### config.mk
export PLATFORM = sky130hd
export DESIGN_NAME = mm_cntshift
export DESIGN_NICKNAME = d
export VERILOG_FILES = /design/src/rtl/mmcs_pkg.sv /design/src/rtl/mmcs_step.sv /design/src/rtl/mmcs_next.sv /design/src/rtl/mmcs_term.sv /design/src/rtl/mm_cntshift.sv
export SDC_FILE = /design/constraint.sdc
export NUM_CORES = 1
export LEC_CHECK = 0
export BUFFER_PORTS_ARGS = -buffer_cell sky130_fd_sc_hd__buf_2
export CAP_MARGIN = 20
export CORE_AREA = 2 2 39 41
export CTS_BUF_LIST = sky130_fd_sc_hd__clkbuf_16
export DETAILED_ROUTE_END_ITERATION = 10
export DIE_AREA = 0 0 41 43
export GPL_TIMING_DRIVEN = 0
export PLACE_DENSITY_LB_ADDON = 0.25
export SLEW_MARGIN = 20
export SYNTH_ARGS = -nofsm -noshare
export SYNTH_HDL_FRONTEND = slang
export SYNTH_SLANG_ARGS = --single-unit
### constraint.sdc
create_clock -name clk -period 3.86 [get_ports clk]
set_clock_uncertainty 0.1 [all_clocks]
set_input_delay 0.386 -clock clk [delete_from_list [all_inputs] [get_ports clk]]
set_output_delay 0.386 -clock clk [all_outputs]
set_load 0.03 [all_outputs]
### src/rtl/mmcs_pkg.sv
package mmcs_pkg;
   typedef enum logic [2:0] {
      OP_LOAD     = 3'b000,
      OP_INV      = 3'b001,
      OP_SHIFT_LO = 3'b010,
      OP_SHIFT_HI = 3'b011,
      OP_DOWN     = 3'b100,
      OP_CLR      = 3'b101,
      OP_UP       = 3'b110,
      OP_HOLD     = 3'b111
   } op_e;
endpackage

### src/rtl/mmcs_step.sv
// Increment/decrement unit; STEP_STYLE picks an adder (0) or a toggle chain (1).
module mmcs_step #(
   parameter int W          = 4,
   parameter int STEP_STYLE = 0
) (
   input  logic [W-1:0] cur,
   input  logic         dir_up,
   output logic [W-1:0] nxt
);
   localparam logic [W-1:0] ONE = {{(W-1){1'b0}}, 1'b1};

   if (STEP_STYLE != 0 && STEP_STYLE != 1) begin : g_bad_style
      $error("mmcs_step: STEP_STYLE must be 0 or 1");
   end

   if (STEP_STYLE == 0) begin : g_adder
      assign nxt = dir_up ? (cur + ONE) : (cur - ONE);
   end else begin : g_toggle
      always_comb begin
         logic run_one;
         logic run_zero;
         run_one  = 1'b1;
         run_zero = 1'b1;
         for (int i = 0; i < W; i++) begin
            nxt[i]   = cur[i] ^ (dir_up ? run_one : run_zero);
            run_one  = run_one & cur[i];
            run_zero = run_zero & ~cur[i];
         end
      end
   end
endmodule

### src/rtl/mmcs_next.sv
// Next-state selection for all eight operations.
module mmcs_next
   import mmcs_pkg::*;
#(
   parameter int W          = 4,
   parameter int STEP_STYLE = 0
) (
   input  op_e          op,
   input  logic [W-1:0] cur,
   input  logic [W-1:0] preset,
   input  logic         cep_n,
   input  logic         trk_n,
   input  logic         ser_hi,
   output logic [W-1:0] nxt
);
   logic [W-1:0] to_lo;
   logic [W-1:0] to_hi;
   logic [W-1:0] stepped;
   logic         step_ok;

   for (genvar i = 0; i < W; i++) begin : g_shift
      if (i == W - 1) begin : g_top
         assign to_lo[i] = ser_hi;
      end else begin : g_mid_lo
         assign to_lo[i] = cur[i+1];
      end
      if (i == 0) begin : g_bot
         assign to_hi[i] = trk_n;
      end else begin : g_mid_hi
         assign to_hi[i] = cur[i-1];
      end
   end

   mmcs_step #(.W(W), .STEP_STYLE(STEP_STYLE)) u_step (
      .cur    (cur),
      .dir_up (op == OP_UP),
      .nxt    (stepped)
   );

   assign step_ok = ~cep_n & ~trk_n;

   always_comb begin
      case (op)
         OP_LOAD:     nxt = preset;
         OP_INV:      nxt = ~cur;
         OP_SHIFT_LO: nxt = to_lo;
         OP_SHIFT_HI: nxt = to_hi;
         OP_DOWN,
         OP_UP:       nxt = step_ok ? stepped : cur;
         OP_CLR:      nxt = '0;
         default:     nxt = cur;
      endcase
   end
endmodule

### src/rtl/mmcs_term.sv
// Mode-dependent terminal output (combinational).
module mmcs_term
   import mmcs_pkg::*;
#(
   parameter int W = 4
) (
   input  op_e          op,
   input  logic [W-1:0] cur,
   input  logic         trk_n,
   output logic         term
);
   logic at_max;
   logic at_min;

   assign at_max = &cur;
   assign at_min = ~|cur;

   always_comb begin
      case (op)
         OP_LOAD,
         OP_INV:      term = 1'b0;
         OP_SHIFT_LO,
         OP_SHIFT_HI: term = cur[W-1];
         OP_UP:       term = ~(at_max & ~trk_n);
         OP_DOWN:     term = ~(at_min & ~trk_n);
         default:     term = 1'b1;
      endcase
   end
endmodule

### src/rtl/mm_cntshift.sv
module mm_cntshift
   import mmcs_pkg::*;
#(
   parameter int W          = 4,
   parameter int STEP_STYLE = 0
) (
   input  logic         clk,
   input  logic         mrst,
   input  logic [2:0]   mode_sel,
   input  logic [W-1:0] preset,
   input  logic         cnt_en_n,
   input  logic         ser_trk_n,
   input  logic         ser_hi,
   output logic [W-1:0] q,
   output logic [W-1:0] q_n,
   output logic         term_out
);
   if (W < 2) begin : g_bad_width
      $error("mm_cntshift: W must be at least 2");
   end

   op_e          op;
   logic [W-1:0] state;
   logic [W-1:0] nxt;

   assign op = op_e'(mode_sel);

   mmcs_next #(.W(W), .STEP_STYLE(STEP_STYLE)) u_next (
      .op     (op),
      .cur    (state),
      .preset (preset),
      .cep_n  (cnt_en_n),
      .trk_n  (ser_trk_n),
      .ser_hi (ser_hi),
      .nxt    (nxt)
   );

   mmcs_term #(.W(W)) u_term (
      .op    (op),
      .cur   (state),
      .trk_n (ser_trk_n),
      .term  (term_out)
   );

   always_ff @(posedge clk or posedge mrst) begin
      if (mrst) state <= '0;
      else      state <= nxt;
   end

   assign q   = state;
   assign q_n = ~state;


   invert_flip_chk: assert property (@(posedge clk) disable iff (mrst)
      (op == OP_INV) |=> (state == ~$past(state)));


   shift_lo_entry_chk: assert property (@(posedge clk) disable iff (mrst)
      (op == OP_SHIFT_LO) |=> (state[W-1] == $past(ser_hi)));


   shift_hi_entry_chk: assert property (@(posedge clk) disable iff (mrst)
      (op == OP_SHIFT_HI) |=> (state[0] == $past(ser_trk_n)));


   count_gate_chk: assert property (@(posedge clk) disable iff (mrst)
      ((op == OP_UP || op == OP_DOWN) && (cnt_en_n || ser_trk_n)) |=> (state == $past(state)));


   up_wrap_chk: assert property (@(posedge clk) disable iff (mrst)
      (op == OP_UP && !cnt_en_n && !term_out) |=> (state == '0));


   clear_zero_chk: assert property (@(posedge clk) disable iff (mrst)
      (op == OP_CLR) |=> (state == '0));
endmodule

## Yosys cells after proc, flatten, opt, wreduce, memory -nomap -nowiden

Index checks and enable logic that the tools add are counted.

| storage, ports and cells | value |
|---|---|
| register bits after elaboration | 4 |
| logic and storage cells | 31 |

| cells by class | value |
|---|---|
| add/sub/neg operators | 2 |
| equal/unequal tests | 7 |
| muxes and demuxes | 4 |
| bitwise gates (word level) | 8 |
| reduce and logical (&&, ||, !) cells | 9 |

Operators by type and width:

| kind | number |
|---|---|
| $pmux 4 s6 | 1 |
| $eq 3x3->1 const B | 3 |
| $mux 4 | 2 |
| $eq 3x2->1 const B | 2 |
| $reduce_bool 6->1 | 1 |
| $reduce_or 2->1 | 3 |
| $add 4x1->4 const B | 1 |
| $not 1->1 | 4 |
| $not 4->4 | 1 |
| $pmux 1 s4 | 1 |
| $reduce_and 4->1 | 1 |
| $reduce_or 4->1 | 1 |
| $sub 4x1->4 const B | 1 |
| $and 1x1->1 | 3 |
| $eq 3x1->1 const B | 1 |
| $logic_not 3->1 | 1 |
| $ne 2x1->1 const B | 1 |
| $reduce_and 2->1 | 1 |
| $logic_not 1->1 | 1 |

## Longest topological paths before layout

Gate-level depths: netlist of run 1.

| logic depth | value |
|---|---|
| depth after elaboration | 5 |
| mapped depth | 8 |
| mapped depth without buffers | 7 |

## Hierarchy

Synthesis of run 1 repeated with hierarchy kept, for this count alone.

| unflattened totals | value |
|---|---|
| cell total of the unflattened synthesis | 65 |
| area total of the unflattened synthesis | 520.5 um^2 |

Modules (own cells, without submodules):

| module | instances | cells an instance | area an instance (um^2) |
|---|---|---|---|
| mmcs_next | 1 | 39 | 269.0 |
| mm_cntshift | 1 | 9 | 118.9 |
| mmcs_step | 1 | 10 | 95.1 |
| mmcs_term | 1 | 7 | 37.5 |

## Least setup slack after synthesis of run 1

Ideal clock, no wire load.

| timing path | value |
|---|---|
| kind | reg2out |
| start point | reg state[3], in the netlist q[3] |
| end point | out term_out |
| arrival | 1.488 ns |
| data required time | 3.374 ns |
| slack | 1.886 ns |
| cell stages (with the launch flop) | 5 |
| path buffers | 0 |
| cell sequence | dfrtp_1 inv_1 nand2_1 o31ai_1 a21oi_1 |

| between the ends | value |
|---|---|
| word-level cells in the longest chain between the ends | 5 |
| elaborated cells between the ends (all ways) | 8 |

Ends and longest elaborated chain:

| item | RTL line | RTL |
|---|---|---|
| from (decl) | mm_cntshift.sv:23 | `logic [W-1:0] state;` |
| from (signal assigned) | mm_cntshift.sv:47 | `else state <= nxt;` |
| $reduce_or 4->1 | mmcs_term.sv:16 | `assign at_min = ~\|cur;` |
| $logic_not 1->1 | mmcs_term.sv:16 |  |
| $and 1x1->1 | mmcs_term.sv:25 | `OP_DOWN: term = ~(at_min & ~trk_n);` |
| $not 1->1 | mmcs_term.sv:25 |  |
| $pmux 1 s4 (*) | mmcs_term.sv:19 | `case (op)` |
| to (decl) | mm_cntshift.sv:16 | `output logic term_out` |

Every way passes the cells marked *; elsewhere a longest branch is shown, timed or not.

## Worst setup path in the final report of run 1

| timing path | value |
|---|---|
| start point | in mode_sel[1] |
| end point | out term_out |

| between the ends | value |
|---|---|
| word-level cells in the longest chain between the ends | 3 |
| elaborated cells between the ends (all ways) | 9 |

Ends and longest elaborated chain:

| item | RTL line | RTL |
|---|---|---|
| from (decl) | mm_cntshift.sv:9 | `input logic [2:0] mode_sel,` |
| $eq 3x2->1, or another cell as far along | mmcs_term.sv:19 |  |
| $reduce_or 2->1 | mmcs_term.sv:19 |  |
| $pmux 1 s4 (*) | mmcs_term.sv:19 |  |

Marks and branches as above.

==> impl_results.md, run 1 <==
* Syn Std Cell Area at 576 sq um
* Total CTS buffers at 3
* Met2 wire length at 715 microns
* Port Buf Inserts at 19
* Synth top area share at 17.4%
* Endpoints failing setup at 0
* Minimum clock period at 2010 ps
* Max Cap Viol at 0
* Post-synthesis cell type count at 35
* Synthesized-area fraction occupied by adder cells at 7.83%
* Setup TNS at 0 ps
* Clock Latency Late Sink at 220 ps
* CTS sink cnt at 4
* Inserted Diodes at 0
* Cell taking the most area after synthesis: dfrtp_1
* DR top layer: met4
* Crit path DAT at 1520 ps
* Leakage at 0.358 nW
* Worst Max-Slew Pin Slew at 391 ps
* Clk buf depth at 2
* Max reg flops at 4
* Clk root buf: clkbuf_16
* WL/cell at 13.0 microns
* Setup CP Type: in2out
* Cells after Synth at 80
* Setup WS post-layout at 1850 ps
* Largest family of logic cells by synthesized area: compound AO/OA/AOI/OAI gates
* Final WL at 1.54 mm
* Peak supply drop at 0.133 mV
* Area contributors post-synth: dfrtp_1 17%, o21ai_0 6.1%, inv_1 5.9%
* Pre-CTS setup slack at 1750 ps
* Final period util at 52.0%
* Ports at 21
* Fin. max-slew vios at 0
* Startpoint Class: input pin
* Post-Route M1 WL at 733 microns
* CTS HTree Levels at 1
* Layout cells sized above 1 at 27.2%
* DR vias at 681
* Initial Utilization at 41.6%
* Chip height at 43 microns
* DIE AREA at 1760 sq um
* Clock transition at path regs at 30 ps
* Post-Syn Nets at 95
* Ys Warns at 0
* Synth-to-Final Area Change at 34.8%
* Final hold vios at 0
* Post-route ant nets at 0
* Hold Slack at 493 ps
* Required @ worst endpoint at 3370 ps
* Largest net degree at the start of global routing at 11
* First-pass DRT Iterations at 4
* Post-CTS resize count at 0
* XOR/XNOR Fraction of Synth Area at 3.04%
* HPWL after DPL at 1.20 mm
* Hold crit path type: in2async
* Met3 routed WL at 78 microns
* Fmax at 499 MHz
* Outcome: completed
* Complex-gate fraction of the synthesized area at 33.3%
* 1st-iter DRT viols at 25
* Relative slew slack at 73.9%
* Width of the die at 41 microns
* Global-route wire length before repair at 2.44 mm
* Sequential cell area fraction in the yosys report at 17.4%
* Avg Cell Area, Syn at 7.19 sq um
* Placement Rows at 14
* Vias in the first global route at 565
* Simple-Gate Fraction of Synth Area at 27.4%
* Antenna violations before repair at 0
* Critical Path End Type: output port
* Fill count at 140
* Gp weighted congestion at 0.828
* Synthesized flop and latch total at 4
* RSZ-0062 raised after global routing: false
* # DRC at 0
* CP Max Fanout at 10
* Nets@finish at 120
* Overall global routing resource usage at 19.9%
* Mux cell area share after synthesis at 0%
* Vias/cell at 5.72
* Pwr dens at 508 nW/um^2
* GRT overflow at 0
* CTS tree: yes
* Core area at 1380 sq um
-- final timing paths --
check,startpoint,slack (ps),endpoint,cells after the start
worst min register to register,q[3],530,q[3],2
worst min-delay path,mrst,490,q[2],3
worst max register to register,q[1],2150,q[1],5
worst max-delay path,mode_sel[1],1850,term_out,7
max in group asynchronous,mrst,3010,q[0],3
min in group clk,mode_sel[0],500,q[3],4
-- logic make-up (layout without fill, tap and decap cells) --
kind of cell | Yosys count | count (layout)
flip-flops | 4 | 4
XOR/XNOR | 2 | 2
adder cells (fa/ha/maj) | 3 | 3
AND/OR/NAND/NOR | 29 | 29
AO/OA/AOI/OAI | 28 | 28
buffers and inverters | 14 | 37
-- timing repair --
action                    in CTS  in global routing
setup buffers                  0                  0
hold endpoints to repair       4                  0
hold buffers                   1                  0
-- Yosys cell counts --
library cell,instances
nand2b_1,3
clkbuf_1,1
o211a_1,1
xor2_1,1
xnor2_1,1
nor2_1,3
buf_6,1
o2bb2ai_1,1
ha_1,2
nor3b_1,1
nor3_1,4
nand3_1,4
nand4b_1,1
nor2b_1,3
o211ai_1,1
o22ai_1,1
a21oi_1,5
o31ai_1,3
dfrtp_1,4
o21a_1,1
a211oi_1,2
o221a_1,1
o221a_2,1
inv_1,9
a21o_1,1
nand2_1,6
fa_1,1
o21ai_0,7
nand4_1,1
a32oi_1,1
or4_1,1
buf_2,3
nor3_2,1
nor4_1,1
a22oi_1,2
-- where the power goes --
part	leakage, nW	switching, mW	internal (mW)
sequential	0.0486	0.0222	0.0513
clock	0.0370	0.0285	0.132
combinational	0.273	0.101	0.0588
total	0.358	0.152	0.242
-- routing by layer --
metal | vias up | track usage [%]
li1 | 342 | -
met1 | 312 | 27.7
met2 | 24 | 30.3
met3 | 3 | 3.14
met4 | 0 | 6.00
met5 | - | 0
-- stage by stage --
stage | power, mW | util (%) | instances | instance area [sq um]
floorplan | 0.185 | - | 80 | 576
global placement | 0.228 | 49.9 | 115 | 691
CTS | 0.394 | 56.1 | 119 | 776
detailed placement | 0.231 | 49.9 | 115 | 691
global route | 0.416 | 56.1 | 119 | 776
finish | 0.394 | 56.1 | 119 | 776
-- area by class of cell --
| cell class | count | area (sq um) | share of cell area [%] |
|---|---|---|---|
| timing repair buffer | 20 | 105 | 13.5 |
| sequential | 4 | 100 | 12.9 |
| tap | 16 | 20.0 | 2.58 |
| multi-input combinational | 62 | 412 | 53.1 |
| inverter | 9 | 33.8 | 4.35 |
| clock buffer | 3 | 75.1 | 9.68 |
| buffer | 5 | 30.0 | 3.87 |
-- cells in the final DEF, fill, tap and decap left out, types with 2 or more instances in the layout --
| master | n |
|---|---|
| o21ai_0 | 7 |
| nor3_1 | 4 |
| dfrtp_1 | 4 |
| nand2_1 | 6 |
| a211oi_1 | 2 |
| nand2b_1 | 3 |
| nand3_1 | 4 |
| a22oi_1 | 2 |
| inv_1 | 9 |
| buf_2 | 22 |
| ha_1 | 2 |
| nor2b_1 | 3 |
| a21oi_1 | 5 |
| nor2_1 | 3 |
| clkbuf_16 | 3 |
| o31ai_1 | 3 |
-- worst max-delay path: stages --
cell and delay, ps:
buf_2 80, buf_2 190, buf_2 240, nand4_1 120, o31ai_1 230, a21oi_1 90
buf_2 180
No activity file was read; power rests on OpenSTA's default activity.
==> run 2: changes to the inputs <==
--- a/config.mk
+++ b/config.mk
@@ -7,10 +7,10 @@
 export LEC_CHECK = 0
 export BUFFER_PORTS_ARGS = -buffer_cell sky130_fd_sc_hd__buf_2
 export CAP_MARGIN = 20
-export CORE_AREA = 2 2 39 41
+export CORE_MARGIN = 2
+export CORE_UTILIZATION = 42
 export CTS_BUF_LIST = sky130_fd_sc_hd__clkbuf_16
 export DETAILED_ROUTE_END_ITERATION = 10
-export DIE_AREA = 0 0 41 43
 export GPL_TIMING_DRIVEN = 0
 export PLACE_DENSITY_LB_ADDON = 0.25
 export SLEW_MARGIN = 20
==> constraint.sdc (replaced) <==
create_clock -name clk -period 1.7 [get_ports clk]
set_clock_uncertainty 0.1 [all_clocks]
set_input_delay 0.17 -clock clk [delete_from_list [all_inputs] [get_ports clk]]
set_output_delay 0.17 -clock clk [all_outputs]
set_load 0.03 [all_outputs]
==> impl_results.md, run 2 (synthesis gave the netlist of run 1 again) <==
* CTS HTree Levels at 1 (unchanged)
* Fmax at 610 MHz
* Endpoints failing setup at 0 (unchanged)
* Antenna violations before repair at 0 (unchanged)
* Crit path DAT at 1640 ps (was 1520 ps)
* Initial Utilization at 44.8% (was 41.6%)
* Pwr dens at 1160 nW/um^2 (was 508 nW/um^2)
* HPWL after DPL at 1.15 mm (was 1.20 mm)
* Gp weighted congestion at 0.875 (was 0.828)
* WL/cell at 14.5 microns (was 13.0 microns)
* Clock Latency Late Sink at 230 ps (was 220 ps)
* Inserted Diodes at 0 (unchanged)
* Fin. max-slew vios at 0 (unchanged)
* Outcome: completed (unchanged)
* First-pass DRT Iterations at 4 (unchanged)
* Core area at 1280 sq um (was 1380 sq um)
* # DRC at 0 (unchanged)
* Max Cap Viol at 0 (unchanged)
* Relative slew slack at 73.7% (was 73.9%)
* Hold Crit Start: mode_sel[0]
* Largest net degree at the start of global routing at 11 (unchanged)
* Logic pwr share at 43.0% (was 40.6%)
* Clk root buf: clkbuf_16 (unchanged)
* Setup WS post-layout at 60.0 ps (was 1850 ps)
* Startpoint Class: flip-flop (was input pin)
* Reg-to-reg critical path endpoint: q[1] (unchanged)
* Max reg flops at 4 (unchanged)
* Width of the die at 41.0 microns (was 41 microns)
* Required @ worst endpoint at 1700 ps (was 3370 ps)
* Hold crit path type: in2reg (was in2async)
* Hold depth at 4
* Final WL at 1.77 mm (was 1.54 mm)
* Vias/cell at 5.80 (was 5.72)
* Sw frac at 39.1% (was 38.5%)
* Synth-to-Final Area Change at 46.1% (was 34.8%)
* Nets@finish at 123 (was 120)
* Port Buf Inserts at 19 (unchanged)
* CTS sink cnt at 4 (unchanged)
* Clk buf depth at 2 (unchanged)
* Ports at 21 (unchanged)
* Fill count at 117 (was 140)
* Minimum clock period at 1640 ps
* DIE AREA at 1680 sq um (was 1760 sq um)
* Chip height at 41.0 microns (was 43 microns)
* GRT overflow at 0 (unchanged)
* Commonest cells after routing, fill and taps aside: 19 x buf_2, 10 x inv_1, 6 x o21ai_0, 6 x nand2_1 (was 22 x buf_2, 9 x inv_1, 7 x o21ai_0, 6 x nand2_1, 5 x a21oi_1)
* Clock power share at 39.1% (was 40.8%)
* Commonest non-fill, non-tap cell in the layout: buf_2 (unchanged)
* Reg2reg path depth at 5 (unchanged)
* WHS Endpoint: q[3]
* Final period util at 96.5%
* 1st-iter DRT viols at 35 (was 25)
* Overall global routing resource usage at 23.6% (was 19.9%)
* Clock transition at path regs at 40 ps (was 30 ps)
* CTS tree: yes (unchanged)
* Pre-CTS setup slack at -181 ps (was 1750 ps)
* Internal power at 0.591 mW (was 0.242 mW)
* Sequential power share at 17.9% (was 18.6%)
* Sw Pwr at 0.380 mW (was 0.152 mW)
* Flop2flop setup slack at 60 ps (was 2150 ps)
* Global-route wire length before repair at 2.61 mm (was 2.44 mm)
* Peak supply drop at 0.425 mV (was 0.133 mV)
* CP Max Fanout at 7 (was 10)
* Final hold vios at 0 (unchanged)
* RR Startpoint: q[0] (was q[1])
* Placement Rows at 13 (was 14)
* Leakage at 0.384 nW (was 0.358 nW)
* Layout cells sized above 1 at 34.6% (was 27.2%)
* Critical Path End Type: flip-flop (was output port)
* Vias in the first global route at 618 (was 565)
* Setup CP Type: reg2reg (was in2out)
* DR vias at 708 (was 681)
* Post-route ant nets at 0 (unchanged)
* Final core utilization at 65.4% (was 56.1%)
* Worst Max-Slew Pin Slew at 394 ps (was 391 ps)
* Total CTS buffers at 3 (unchanged)
## run 2: cell count changes in the layout (fill, tap and decap cells not counted), moves of 2 or more
cell	previous run	this run
dfrtp_1	4	1
dfrtp_2	0	3
buf_6	1	3
buf_4	0	4
buf_2	22	19
## run 2: final cells by class
class	count	area [sq um]	area share, %
Buffer	4	31.3	3.72
Sequential cell	4	104	12.4
Inverter	9	33.8	4.02
Clock inverter	1	3.75	0.446
Timing Repair Buffer	24	141	16.8
Tap cell	15	18.8	2.23
Clock buffer	3	75.1	8.93
Multi-Input combinational cell	62	433	51.5
## run 2: power groups by stage
stage,logic (mW),registers (mW),clock network [mW]
6_report,0.418,0.174,0.380
2_1_floorplan,0.228,0.195,0
5_1_grt,0.455,0.176,0.395
3_3_place_gp,0.357,0.166,0
3_5_place_dp,0.363,0.165,0
4_1_cts,0.371,0.166,0.379
## run 2: worst max path at each step
stage,cells after the start,slack [ps],startpoint,to
final,5,60,q[0],q[1]
after global placement,9,-170,mode_sel[1],q[3]
after detailed placement,9,-180,mode_sel[1],q[1]
after CTS,5,-6,q[0],term_out
after global routing,5,-5,q[0],q[2]
after floorplan,5,-40,q[0],q[2]
## run 2: routing by layer
metal	track usage, %	routed length (microns)
met5	0	0
met4	6.67	0
met3	5.98	113
met2	41.8	876
met1	27.5	782
## run 2: timing repair
| action | 4_1_cts | 5_1_grt |
|---|---|---|
| hold endpoints to repair | 4 | 0 |
| pin swaps | 0 | 1 |
| setup buffers | 0 | 4 |
| hold buffers | 1 | 0 |
| setup endpoints to repair | 1 | 4 |
| resized for setup | 0 | 11 |
## run 2: worst max-delay path: stages (launching register included)
cell	delay, ps
dfrtp_2	440
inv_1	90
fa_1	550
inv_1	50
a32oi_1	180
o21ai_1	100
## run 2: through the flow
step,power (mW),hold slack (ps),area (sq um),TNS (ps),std cells
2_1_floorplan,0.423,-164,582,-67.6,80
3_3_place_gp,0.523,-53.1,696,-440,114
3_5_place_dp,0.528,-45.0,696,-488,114
4_1_cts,0.916,275,785,-5.98,119
5_1_grt,1.03,304,841,-5.21,122
6_report,0.972,254,841,0,122
